`config.mk`:
```
export PLATFORM = sky130hd
export DESIGN_NAME = ser_auto_xfer
export DESIGN_NICKNAME = d
export VERILOG_FILES = /design/src/rtl/ser_auto_pkg.sv /design/src/rtl/ser_gap_calc.sv /design/src/rtl/ser_byte_shifter.sv /design/src/rtl/ser_auto_xfer.sv
export SDC_FILE = /design/constraint.sdc
export NUM_CORES = 1
export LEC_CHECK = 0
export CAP_MARGIN = 5
export CORE_MARGIN = 4
export CORE_UTILIZATION = 50
export CTS_BUF_LIST = sky130_fd_sc_hd__clkbuf_8 sky130_fd_sc_hd__clkbuf_16
export DETAILED_ROUTE_END_ITERATION = 12
export GPL_TIMING_DRIVEN = 0
export PLACE_DENSITY = 0.75
export SKIP_LAST_GASP = 1
export SYNTH_ARGS = -nofsm -noshare
export SYNTH_HDL_FRONTEND = slang
export SYNTH_SLANG_ARGS = --single-unit
export TNS_END_PERCENT = 100
```
`constraint.sdc`:
```
create_clock -name clk_i -period 2.42 [get_ports clk_i]
set_clock_uncertainty 0.05 [all_clocks]
set_input_delay 0.484 -clock clk_i [delete_from_list [all_inputs] [get_ports clk_i]]
set_output_delay 0.484 -clock clk_i [all_outputs]
set_load 0.05 [all_outputs]
```
`src/rtl/ser_auto_pkg.sv`:
```
`timescale 1ns/1ps
package ser_auto_pkg;

  typedef enum logic [1:0] {
    ACT_PLAIN = 2'b00,
    ACT_MUL   = 2'b01,
    ACT_DIV   = 2'b10,
    ACT_WAIT1 = 2'b11
  } act_e;

  typedef enum logic [1:0] {
    ST_IDLE  = 2'b00,
    ST_SHIFT = 2'b01,
    ST_GAP   = 2'b10
  } state_e;

  // processor cycles of the activity floor
  function automatic logic [4:0] act_cycles(input act_e a);
    case (a)
      ACT_MUL:   return 5'd13;
      ACT_DIV:   return 5'd20;
      ACT_WAIT1: return 5'd9;
      default:   return 5'd7;
    endcase
  endfunction

endpackage

```
`src/rtl/ser_gap_calc.sv`:
```
`timescale 1ns/1ps
module ser_gap_calc import ser_auto_pkg::*; #(
  parameter int SCK_HALF = 2,
  parameter int CPU_DIV  = 1,
  parameter int GAP_W    = 12
) (
  input  logic [1:0]       act_i,
  input  logic [7:0]       interval_i,
  output logic [GAP_W-1:0] gap_o
);
  localparam logic [GAP_W-1:0] MinGap  = GAP_W'(5 * SCK_HALF);
  localparam logic [GAP_W-1:0] PerSlot = GAP_W'(2 * SCK_HALF);
  localparam logic [GAP_W-1:0] CpuMul  = GAP_W'(CPU_DIV);

  logic [GAP_W-1:0] act_gap, floor_gap, prog_gap;

  always_comb begin
    act_gap   = GAP_W'(act_cycles(act_e'(act_i))) * CpuMul;
    floor_gap = (act_gap > MinGap) ? act_gap : MinGap;
    prog_gap  = GAP_W'(interval_i[6:0]) * PerSlot;
    gap_o     = (interval_i[7] && prog_gap > floor_gap) ? prog_gap : floor_gap;
  end
endmodule

```
`src/rtl/ser_byte_shifter.sv`:
```
`timescale 1ns/1ps
module ser_byte_shifter #(
  parameter int DW = 8
) (
  input  logic          clk_i,
  input  logic          rst_ni,
  input  logic          load_i,
  input  logic          shift_i,
  input  logic          sample_i,
  input  logic [DW-1:0] tx_i,
  input  logic          si_i,
  output logic          so_o,
  output logic [DW-1:0] rx_o
);
  logic [DW-1:0] tx_q, rx_q;

  always_ff @(posedge clk_i or negedge rst_ni) begin
    if (!rst_ni) begin
      tx_q <= '0;
      rx_q <= '0;
    end else begin
      if (load_i)        tx_q <= tx_i;
      else if (shift_i)  tx_q <= {tx_q[DW-2:0], 1'b0};
      if (sample_i)      rx_q <= {rx_q[DW-2:0], si_i};
    end
  end

  assign so_o = tx_q[DW-1];
  assign rx_o = rx_q;
endmodule

```
`src/rtl/ser_auto_xfer.sv`:
```
`timescale 1ns/1ps
module ser_auto_xfer import ser_auto_pkg::*; #(
  parameter int SCK_HALF = 2,
  parameter int CPU_DIV  = 1,
  parameter int DW       = 8,
  parameter int CNT_W    = 8
) (
  input  logic             clk_i,
  input  logic             rst_ni,
  input  logic             int_clk_i,
  input  logic             start_i,
  input  logic [CNT_W-1:0] byte_cnt_i,
  input  logic [DW-1:0]    tx_data_i,
  output logic             data_ack_o,
  output logic [DW-1:0]    rx_data_o,
  output logic             rx_valid_o,
  input  logic [1:0]       act_i,
  input  logic [7:0]       interval_i,
  output logic             sck_o,
  output logic             so_o,
  input  logic             si_i,
  output logic             busy_o,
  output logic             done_o
);
  localparam int HC_W    = (SCK_HALF > 1) ? $clog2(SCK_HALF) : 1;
  localparam int BIT_W   = $clog2(DW);
  localparam int GAP_MAX = 127 * 2 * SCK_HALF + 20 * CPU_DIV + 5 * SCK_HALF;
  localparam int GAP_W   = $clog2(GAP_MAX + 1);
  localparam logic [HC_W-1:0]  HalfLd  = HC_W'(SCK_HALF - 1);
  localparam logic [BIT_W-1:0] LastBit = BIT_W'(DW - 1);

  state_e           state_q;
  logic             sck_q, ack_q, valid_q, done_q;
  logic [HC_W-1:0]  hcnt_q;
  logic [BIT_W-1:0] bit_q;
  logic [CNT_W-1:0] rem_q;
  logic [GAP_W-1:0] gcnt_q, gap_w;
  logic [DW-1:0]    rx_byte, rx_q;

  logic start_go, half_done, ld_byte, rise, fall, byte_end, last_byte;

  assign start_go  = (state_q == ST_IDLE) && start_i && int_clk_i && (byte_cnt_i != '0);
  assign half_done = (hcnt_q == '0);
  assign ld_byte   = start_go || (state_q == ST_GAP && gcnt_q == '0);
  assign rise      = (state_q == ST_SHIFT) && half_done && !sck_q;
  assign fall      = (state_q == ST_SHIFT) && half_done && sck_q && (bit_q != LastBit);
  assign byte_end  = (state_q == ST_SHIFT) && half_done && sck_q && (bit_q == LastBit);
  assign last_byte = (rem_q == CNT_W'(1));

  ser_gap_calc #(.SCK_HALF(SCK_HALF), .CPU_DIV(CPU_DIV), .GAP_W(GAP_W)) u_gap (
    .act_i      (act_i),
    .interval_i (interval_i),
    .gap_o      (gap_w)
  );

  ser_byte_shifter #(.DW(DW)) u_shift (
    .clk_i    (clk_i),
    .rst_ni   (rst_ni),
    .load_i   (ld_byte),
    .shift_i  (fall),
    .sample_i (rise),
    .tx_i     (tx_data_i),
    .si_i     (si_i),
    .so_o     (so_o),
    .rx_o     (rx_byte)
  );

  always_ff @(posedge clk_i or negedge rst_ni) begin
    if (!rst_ni) begin
      state_q <= ST_IDLE;
      sck_q   <= 1'b1;
      hcnt_q  <= '0;
      bit_q   <= '0;
      rem_q   <= '0;
      gcnt_q  <= '0;
    end else begin
      case (state_q)
        ST_IDLE: if (start_go) begin
          state_q <= ST_SHIFT;
          rem_q   <= byte_cnt_i;
        end
        ST_SHIFT: if (byte_end) begin
          if (last_byte) state_q <= ST_IDLE;
          else begin
            state_q <= ST_GAP;
            rem_q   <= rem_q - CNT_W'(1);
            gcnt_q  <= gap_w - GAP_W'(1);
          end
        end
        ST_GAP: begin
          if (gcnt_q == '0) state_q <= ST_SHIFT;
          else              gcnt_q  <= gcnt_q - GAP_W'(1);
        end
        default: state_q <= ST_IDLE;
      endcase

      if (ld_byte || fall)  sck_q <= 1'b0;
      else if (rise)        sck_q <= 1'b1;

      if (ld_byte || rise || fall)                hcnt_q <= HalfLd;
      else if (state_q == ST_SHIFT && !half_done) hcnt_q <= hcnt_q - HC_W'(1);

      if (ld_byte)   bit_q <= '0;
      else if (fall) bit_q <= bit_q + BIT_W'(1);
    end
  end

  always_ff @(posedge clk_i or negedge rst_ni) begin
    if (!rst_ni) begin
      ack_q   <= 1'b0;
      valid_q <= 1'b0;
      done_q  <= 1'b0;
      rx_q    <= '0;
    end else begin
      ack_q   <= ld_byte;
      valid_q <= byte_end;
      done_q  <= byte_end && last_byte;
      if (byte_end) rx_q <= rx_byte;
    end
  end

  assign sck_o      = sck_q;
  assign busy_o     = (state_q != ST_IDLE);
  assign done_o     = done_q;
  assign data_ack_o = ack_q;
  assign rx_valid_o = valid_q;
  assign rx_data_o  = rx_q;
endmodule

```
==> results.md, run 1 <==
* Mapped Nets at 316
* Area leader, netlist: dfrtp_1
* Crit. End Element: flip-flop
* Tightest Pin Transition at 0.638 ns
* ANT cells at 0
* Synthesized area at 2870 um^2
* Synth top area cells: dfrtp_1 (45%), mux2_2 (6.3%), ha_1 (4.8%)
* Synth Flop Type: dfrtp_1
* Ports at 45
* Setup slack, reg-to-reg at 0.01 ns
* Clock slew at reported path FFs at 0.10 ns
* Placed instance area at 3530 um^2
* Worst Hold Class: input pin to async pin
* Final GP Congestion at 0.875
* Post-DR vias/cell at 5.70
* CTS Buf Count at 5
* Hold Vio Cnt, Final at 0
* Layout cells sized above 1 at 24.0%
* Grt ovf at 0
* Longest Clk Path Bufs at 2
* Status: finished, violations left
* Most common cell after layout, fill and taps aside: dfrtp_1
* Initial core utilization at 51.7%
* Row cnt at 27
* Largest net degree at the start of global routing at 30
* ANT nets after route at 0
* Final Slew Violations at 0
* Share of the synthesized area in the top cell type at 44.5%
* Port Buffers at 44
* Post-layout minimum cycle time at 2.44 ns
* P_int at 2.30 mW
* Sw frac at 43.8%
* Number of synthesized flops with an enable pin at 0
* DRT Pass-1 Iters at 4
* Vias in the first global route at 2333
* Violation count after the first detailed-route iteration at 100
* Design Power at 4.09 mW
* Final period util at 101%
* Type of the worst setup path: input pin to flip-flop
* Final setup viols at 1
* Seq/Total Area, Yosys at 45.4%
* Root Buffer: clkbuf_8
* Worst path required time at 2.58 ns
* CTS tree: done
* Hold slack at 0.103 ns
* VDD IR max at 701 uV
* Dpl hpwl at 4710 um
* Sequential share of power at 36.3%
* LEAKAGE at 1.56 nW
* Switch Pwr at 1.79 mW
* PwrDens at 1100 nW/um^2
* Clk_lat worst skew at 0.31 ns
* Commonest non-fill, non-tap cells in the layout: dfrtp_1 (51), clkdlybuf4s50_1 (37), nor2_1 (25)
* Clock share of power at 12.9%
* Gate Count Post-Synth at 274
* Synth Area per Inst at 10.5 um^2
* DRC viols at 0
* Reg-to-reg endpoint: gcnt_q[6]$_DFFE_PN0P_
* Via Count at 2309
* FF+latch count, synth at 52
* Clk sinks at 52
* First-pass GRT wire length at 10800 um
* Worst Slack Setup Final at -0.0226 ns
* Startpoint type of the worst setup path: input pin
* Design area at 3720 um^2
* RSZ-0062 raised after global routing: yes
* Die Width at 83.7 um
* Post-synthesis cell type count at 57
* Routed WL at 6360 um
* Area Overhead vs Synth at 29.9%
* All-Layer GR Usage at 18.6%
* Critical path arrival at 2.60 ns
* Die area at 7010 um^2
* Syn. warnings at 0
* Post-detailed-route wirelength per cell at 15.7 um
* Gate power share at 50.7%
* Initial antenna violation count at 0
* Critical-path maximum fanout at 5
* Die Span Y at 83.7 um
* H-tree Lvls at 2
* Headroom to the max-slew limit at 57.2%
* Nets at 374
* Failing checks: negative setup slack
* CTS Hold Bufs at 0
* Fill count at 433
* Reg2reg start: state_q[1]$_DFFE_PN0P_
* Core area at 5540 um^2
* Worst r2r path cells at 7
* Highest Clock Rate at 409 MHz
* Asr flop ratio synth at 100%
* Max-Cap Viols at 0
## worst max-delay path: stages
cell and delay (ns):
dlygate4sd2_1 0.30, ha_4 0.30, nor2b_4 0.15, o2111ai_4 0.17, and2_4 0.23, o41ai_4 0.22, buf_6 0.18, nand2_4 0.06
or3_1 0.38, o221a_2 0.13
## layout make-up
cell class | count | area (um^2) | area share, %
buffer | 8 | 48.8 | 1.31
clock inverter | 3 | 27.5 | 0.739
multi-input combinational | 203 | 1630 | 43.7
clock buffer | 5 | 68.8 | 1.85
inverter | 11 | 60.1 | 1.61
tap | 72 | 90.1 | 2.42
timing repair buffer | 51 | 499 | 13.4
sequential | 52 | 1300 | 35.0
## routing by layer
layer  track usage [%]  part of all wire [%]  vias to the layer above
met4              4.24                  0.93                        0
li1                  -                     -                     1126
met3              3.95                   5.2                        8
met1              25.3                    45                     1116
met2              30.5                    49                       59
met5                 0                     0                        -
## power by group through the flow
stage,registers [mW],logic [mW],clock network [mW]
after floorplan,1.59,1.30,0
after global placement,1.48,1.89,0
after detailed placement,1.50,1.94,0
after CTS,1.48,1.97,0.542
after global routing,1.53,2.28,0.585
final,1.49,2.08,0.529
## stage by stage
| step | instances | setup slack (ns) | util (%) | TNS (ns) |
|---|---|---|---|---|
| floorplan | 274 | -0.0994 | - | -0.166 |
| global placement | 390 | -0.981 | 63.5 | -48.24 |
| detailed placement | 391 | -1.01 | 63.8 | -9.51 |
| CTS | 402 | -0.0245 | 65.7 | -0.0245 |
| global route | 405 | -0.114 | 67.2 | -0.175 |
| finish | 405 | -0.0226 | 67.2 | -0.0226 |
## state kept, by name (all words and copies together), names as in the netlist, 2 cells and up
register	cells
rx_data_o	8
gcnt_q	10
rem_q	8
state_q	2
u_shift.tx_q	8
u_shift.rx_o	8
bit_q	3
## kinds of logic (layout without fill, tap and decap cells)
kind of cell	count (synthesis)	in the layout	share of synthesized area [%]
fa+ha+maj	11	11	4.80
xor+xnor	5	5	1.53
mux	21	21	8.03
compound gates	77	77	20.4
flops	52	52	45.4
simple gates	89	89	16.7
buf+inv	19	78	3.14
## worst max-delay path by stage
stage | startpoint | end | slack [ns] | cells after the start
global placement | act_i[0] | gcnt_q[6]$_DFFE_PN0P_ | -0.98 | 11
global route | act_i[0] | gcnt_q[6]$_DFFE_PN0P_ | -0.11 | 13
floorplan | act_i[0] | gcnt_q[6]$_DFFE_PN0P_ | -0.1 | 11
detailed placement | act_i[0] | gcnt_q[6]$_DFFE_PN0P_ | -1.01 | 11
CTS | act_i[0] | gcnt_q[6]$_DFFE_PN0P_ | -0.02 | 13
finish | interval_i[2] | gcnt_q[6]$_DFFE_PN0P_ | -0.02 | 10
## Yosys cell counts (2+ instances only)
library cell and instances:
dfrtp_1 51, nor2_1 26, nand2_1 24, o21ai_0 23, a21oi_1 17, mux2_2 16
ha_1 11, a22oi_1 10, inv_1 10, nor3_1 6, mux2i_1 5, nor4_1 5
and3_2 4, clkbuf_1 4, nand4_1 4, xnor2_1 4, nand3_1 3, a211o_1 2
a311oi_1 2, a31oi_4 2, a32oi_1 2, and3_1 2, nand2b_1 2, nor2b_1 2
o211ai_1 2, o21a_1 2, o2bb2ai_1 2, o41ai_4 2
## timing repair
action	in CTS	in global routing
hold endpoints to repair	0	0
gates resized for setup	13	19
buffers inserted	3	3
pin swaps	2	9
endpoints found under the setup margin	9	13
Power figures use the tool's default switching activity.
==> run 2, diff against run 1 <==
CTS_CLUSTER_DIAMETER = 30   (was default)
==> results of run 2 <==
Same layout as run 1: the final DEF is identical, and so are final timing and power.
